==> src/rtl/irq_chain_pkg.sv <==
package irq_chain_pkg;

    typedef enum logic [1:0] {
        ST_IDLE,
        ST_PEND,
        ST_ACK,
        ST_SERV
    } irq_state_t;

    typedef enum logic {
        DEC_WAIT,
        DEC_ARMED
    } dec_state_t;

endpackage

==> src/rtl/reti_decoder.sv <==
module reti_decoder
    import irq_chain_pkg::*;
#(
    parameter int DW = 8,
    parameter logic [DW-1:0] PREFIX_OP = 8'hED,
    parameter logic [DW-1:0] FINAL_OP  = 8'h4D
) (
    input  logic          clk,
    input  logic          rst_n,
    input  logic          m1_n,
    input  logic          rd_n,
    input  logic          iorq_n,
    input  logic [DW-1:0] bus_in,
    output logic          armed,
    output logic          reti_hit
);

    dec_state_t state, state_nxt;
    logic fetch, fetch_q, fetch_start;

    assign fetch       = !m1_n && !rd_n && iorq_n;
    assign fetch_start = fetch && !fetch_q;

    always_ff @(posedge clk or negedge rst_n) begin
        if (!rst_n) begin
            state   <= DEC_WAIT;
            fetch_q <= 1'b0;
        end else begin
            state   <= state_nxt;
            fetch_q <= fetch;
        end
    end

    always_comb begin
        state_nxt = state;
        reti_hit  = 1'b0;
        if (fetch_start) begin
            unique case (state)
                DEC_WAIT: begin
                    if (bus_in == PREFIX_OP) state_nxt = DEC_ARMED;
                end
                DEC_ARMED: begin
                    state_nxt = DEC_WAIT;
                    reti_hit  = (bus_in == FINAL_OP);
                end
                default: state_nxt = DEC_WAIT;
            endcase
        end
    end

    assign armed = (state == DEC_ARMED);

    assert_prefix_arms_R7: assert property (@(posedge clk) disable iff (!rst_n)
        (fetch_start && bus_in == PREFIX_OP && state == DEC_WAIT) |=> armed);

    assert_return_disarms_R6: assert property (@(posedge clk) disable iff (!rst_n)
        reti_hit |=> !armed);

endmodule

==> src/rtl/irq_fsm.sv <==
module irq_fsm
    import irq_chain_pkg::*;
(
    input  logic clk,
    input  logic rst_n,
    input  logic req,
    input  logic irq_en,
    input  logic en_in,
    input  logic ack_on,
    input  logic reti_hit,
    input  logic armed,
    output logic int_n,
    output logic en_out,
    output logic vec_oe
);

    irq_state_t state, state_nxt;
    logic held_q;
    logic take_req;
    logic leave_serv;

    assign take_req   = req && irq_en;
    assign leave_serv = (state == ST_SERV) && reti_hit && en_in;

    always_ff @(posedge clk or negedge rst_n) begin
        if (!rst_n) begin
            state  <= ST_IDLE;
            held_q <= 1'b0;
        end else begin
            state <= state_nxt;
            if (leave_serv)
                held_q <= 1'b0;
            else if (take_req && (state == ST_ACK || state == ST_SERV))
                held_q <= 1'b1;
        end
    end

    always_comb begin
        state_nxt = state;
        unique case (state)
            ST_IDLE: if (take_req)        state_nxt = ST_PEND;
            ST_PEND: if (ack_on && en_in) state_nxt = ST_ACK;
            ST_ACK:  if (!ack_on)         state_nxt = ST_SERV;
            ST_SERV: if (leave_serv)
                         state_nxt = (held_q || take_req) ? ST_PEND : ST_IDLE;
            default: state_nxt = ST_IDLE;
        endcase
    end

    always_comb begin
        int_n  = 1'b1;
        vec_oe = 1'b0;
        en_out = 1'b0;
        unique case (state)
            ST_IDLE: en_out = en_in;
            ST_PEND: begin
                int_n  = !en_in;
                vec_oe = ack_on && en_in;
                en_out = en_in && armed;
            end
            ST_ACK:  vec_oe = ack_on;
            ST_SERV: en_out = 1'b0;
            default: en_out = 1'b0;
        endcase
    end

    assert_request_latched_R2: assert property (@(posedge clk) disable iff (!rst_n)
        (state == ST_IDLE && take_req) |=> (state == ST_PEND));

    assert_ack_to_service_R5: assert property (@(posedge clk) disable iff (!rst_n)
        (state == ST_ACK && !ack_on) |=> (state == ST_SERV));

    assert_return_frees_R6: assert property (@(posedge clk) disable iff (!rst_n)
        (state == ST_SERV && reti_hit && en_in) |=> (state != ST_SERV));

    assert_blocked_stays_R8: assert property (@(posedge clk) disable iff (!rst_n)
        (state == ST_SERV && !en_in) |=> (state == ST_SERV));

    assert_disabled_ignored_R10: assert property (@(posedge clk) disable iff (!rst_n)
        (state == ST_IDLE && req && !irq_en) |=> (state == ST_IDLE));

    assert_held_returns_R11: assert property (@(posedge clk) disable iff (!rst_n)
        (leave_serv && held_q) |=> (state == ST_PEND));

endmodule

==> src/rtl/irq_chain_unit.sv <==
module irq_chain_unit
    import irq_chain_pkg::*;
#(
    parameter int DW = 8,
    parameter logic [DW-1:0] PREFIX_OP = 8'hED,
    parameter logic [DW-1:0] FINAL_OP  = 8'h4D
) (
    input  logic          clk,
    input  logic          rst_n,
    input  logic          chain_en_in,
    output logic          chain_en_out,
    input  logic          m1_n,
    input  logic          iorq_n,
    input  logic          rd_n,
    input  logic [DW-1:0] bus_in,
    input  logic          req_pulse,
    input  logic          cfg_we,
    input  logic [DW-1:0] cfg_vector,
    input  logic          cfg_enable,
    output logic          int_n,
    output logic [DW-1:0] vec_out,
    output logic          vec_oe
);

    logic [DW-1:0] vector_q;
    logic          enable_q;
    logic          ack_on;
    logic          armed;
    logic          reti_hit;

    assign ack_on = !m1_n && !iorq_n;

    always_ff @(posedge clk or negedge rst_n) begin
        if (!rst_n) begin
            vector_q <= '0;
            enable_q <= 1'b0;
        end else if (cfg_we) begin
            vector_q <= cfg_vector;
            enable_q <= cfg_enable;
        end
    end

    reti_decoder #(
        .DW(DW), .PREFIX_OP(PREFIX_OP), .FINAL_OP(FINAL_OP)
    ) u_dec (
        .clk(clk), .rst_n(rst_n), .m1_n(m1_n), .rd_n(rd_n), .iorq_n(iorq_n),
        .bus_in(bus_in), .armed(armed), .reti_hit(reti_hit)
    );

    irq_fsm u_fsm (
        .clk(clk), .rst_n(rst_n), .req(req_pulse), .irq_en(enable_q),
        .en_in(chain_en_in), .ack_on(ack_on), .reti_hit(reti_hit),
        .armed(armed), .int_n(int_n), .en_out(chain_en_out), .vec_oe(vec_oe)
    );

    assign vec_out = vec_oe ? vector_q : '0;

    assert_vector_only_in_ack_R4: assert property (@(posedge clk) disable iff (!rst_n)
        vec_oe |-> (!m1_n && !iorq_n));

    assert_chain_blocked_R12: assert property (@(posedge clk) disable iff (!rst_n)
        !chain_en_in |-> !chain_en_out);

endmodule

==> config.mk <==
export PLATFORM = sky130hd
export DESIGN_NAME = irq_chain_unit
export DESIGN_NICKNAME = d
export VERILOG_FILES = /design/src/rtl/irq_chain_pkg.sv /design/src/rtl/reti_decoder.sv /design/src/rtl/irq_fsm.sv /design/src/rtl/irq_chain_unit.sv
export SDC_FILE = /design/constraint.sdc
export NUM_CORES = 1
export LEC_CHECK = 0
export CORE_UTILIZATION = 36
export DETAILED_ROUTE_END_ITERATION = 6
export GPL_ROUTABILITY_DRIVEN = 1
export PLACE_DENSITY = 0.8
export RECOVER_POWER = 50
export SYNTH_ARGS = -nofsm -noshare
export SYNTH_HDL_FRONTEND = slang
export SYNTH_SLANG_ARGS = --single-unit
==> constraint.sdc <==
create_clock -name clk -period 1.6 [get_ports clk]
set_clock_uncertainty 0.05 [all_clocks]
set_input_delay 0.16 -clock clk [delete_from_list [all_inputs] [get_ports clk]]
set_output_delay 0.16 -clock clk [all_outputs]
set_load 0.03 [all_outputs]
==> impl_metrics.toml <==
[status]
violations = "setup timing"
status = "finished with violations"

[synthesis]
ys_ff_latch = 14
ys.flop_type = "dfrtp_1"
synth_nets = 96
yosysWarnings = 0
synthCells = 67
synth.distinct_cells = 25
synth_edf_count = 0
syn_area_per_cell_um2 = 11.6
syn_area_um2 = 774
seq_area_frac_synth_pct = 45.2
ys_async_sr_fraction_pct = 100

[clocking]
root_buffer = "clkbuf_4"
tritoncts = "built"
clock_path_buffers = 2
clkSlewWorstSetupHoldPaths_ns = 0.08
h-tree-depth = 1
cts_sinks = 14
holdBufCountCts = 0
clk_latency_ns = 0.27
cts_buffers = 3

[timing]
fin_ws_ns = -0.364
max_freq_ghz = 0.509
slew-limit-headroom_pct = 48.8
setup-tns-final_ns = -4.04
hold_ws_ns = 0.413
setup_viol = 13
rsz0062_at_grt = "yes"
fin_crit_sh_pct = 123
report.final.hold_viol_count = 0
min_period_ns = 1.96
maxSlewViolCount = 0
tightest_slew_ns = 0.768

[routing]
drc = 0
drt_pass1_iterations = 4
routed_wl_um = 1910
drt-initial-drc-count = 5
num_vias = 733
antenna_left = 0
wire_per_inst_um = 13.0
viasPerCell = 4.99

[placed_design]
placed_area_um2 = 1230
gp_congestion = 0.748
place.detailed.hpwl_um = 1360
io_buffers = 35

[global_route]
grt_pass1_vias = 729
grt_max_degree = 15
grt.total_usage_pct = 17.9
gr-total-overflow = 0
grt_first_pass_wirelength_um = 3130
antenna_found_initial = 0

[finish]
final_area_um2 = 1400
final_nets = 151
antenna_cells = 0
post-route-util_pct = 70.1
synthToLayoutAreaGrowth_pct = 81.3
layout-drive-gt1-share_pct = 47.5

[critical_path]
worstRegToRegCells = 7
rr_endpoint = "u_fsm.state[1]"
slowest_stage = "dfrtp_1"
path_cells = "inv_2, ha_4, a21oi_4, nor4b_4, buf_4, and2_2, buf_6"
crit_buf_inv = 3
cp-start-kind = "flop"
cp.arrival_ns = 1.75
cp.required_ns = 1.39
r2r_setup_slack_ns = -0.31
rr_startpoint = "u_fsm.state[0]"
critPathMaxFanout = 5
critPathKind = "reg -> out"
path_delay_family = "buffers and inverters"
cp_slowest_stage_delay_ns = 0.42
endpoint_kind = "primary output"

[floorplan]
initial_core_util_pct = 38.7
io_pins = 36
num_rows = 16
die_h_um = 48.4
die_area_um2 = 2340
die_w_um = 48.4
core_um2 = 2000

[power]
ir_drop_mv = 0.599
p_leak_nw = 0.610
powerDensity_nw_per_um2 = 1220

[job]
drv_cap = 0

[worst_hold_path]
hp-class = "in -> async"
-- metal layers --
layer / part of all wire (%) / GRT usage, % / vias up / wire length, um
li1: - / - / 353 / -
met1: 40 / 19.0 / 352 / 761
met2: 54 / 33.6 / 28 / 1040
met3: 5.9 / 6.92 / 0 / 112
met4: 0 / 2.94 / 0 / 0
met5: 0 / 0 / - / 0
-- cell families (layout without fill, tap and decap cells) --
group                    count (synthesis)  count (layout)  share of synthesized area [%]
AND/OR/NAND/NOR                         25              25                           22.1
flip-flops                              14              14                           45.2
AO/OA/AOI/OAI                           10              10                           9.21
multiplexers                            10              10                           15.0
adder cells (fa/ha/maj)                  4               4                           6.46
buffers and inverters                    4              57                           1.94
-- metrics by stage --
step                std cells  setup slack (ns)  total power [W]
floorplan                  67            -0.301         0.000921
global placement          138            -0.414          0.00120
detailed placement        138            -0.439          0.00123
CTS                       145            -0.342          0.00165
global route              147            -0.439          0.00183
finish                    147            -0.364          0.00172
-- synth_stat cells (3+ instances only) --
master,number,area [um2]
and2_1,8,50.1
dfrtp_1,14,350
ha_1,4,50.1
inv_1,3,11.3
mux2_2,9,101
-- worst register-to-register path, stage by stage (launching register included) --
cell     delay (ns)
dfrtp_1        0.41
buf_6          0.14
ha_4           0.17
buf_4          0.13
buf_6          0.10
a221o_1        0.30
a21o_1         0.19
mux2_4         0.30
-- report_power, final --
group / internal [W] / leakage (nW) / total [W] / switching (W)
Sequential: 0.000409 / 0.165 / 0.000451 / 0.0000421
Combinational: 0.000610 / 0.431 / 0.00107 / 0.000463
Clock: 0.0000870 / 0.0138 / 0.000192 / 0.000105
-- layout by cell type (no fill, tap or decap), drive strengths merged, types with 3 or more instances in the layout --
master	netlist	routed
clkbuf	1	4
ha	4	4
nor4b	3	3
mux2	10	10
buf	0	26
dfrtp	14	14
inv	3	3
and2	8	8
clkdlybuf4s50	0	23
-- worst max-delay path by stage --
| stage | startpoint | depth (start not counted) | end |
|---|---|---|---|
| after global placement | chain_en_in | 5 | u_fsm.state[1] |
| after floorplan | u_fsm.state[1] | 5 | vec_out[0] |
| after detailed placement | chain_en_in | 5 | u_fsm.state[1] |
| final | u_fsm.state[1] | 7 | vec_out[5] |
| after global routing | u_fsm.state[1] | 7 | vec_out[7] |
| after CTS | u_fsm.state[1] | 7 | vec_out[1] |
-- state kept, by name, indices dropped and copies added, names as in the netlist --
| name | count |
|---|---|
| enable_q | 1 |
| u_dec.armed | 1 |
| u_dec.fetch_q | 1 |
| u_fsm.held_q | 1 |
| u_fsm.state | 2 |
| vector_q | 8 |
-- timing repair --
item | CTS | global route
gates cloned | 1 | 0
pin swaps | 3 | 3
endpoints found under the setup margin | 12 | 13
resized for setup | 22 | 5
buffers inserted | 3 | 2
-- final cells by class --
type | instances | area (um2)
timing repair buffer | 51 | 488
inverter | 3 | 11.3
clock buffer | 3 | 22.5
sequential | 14 | 350
fill | 145 | 598
tap | 27 | 33.8
multi-input combinational | 49 | 498
(Power assumes the default switching activity.)
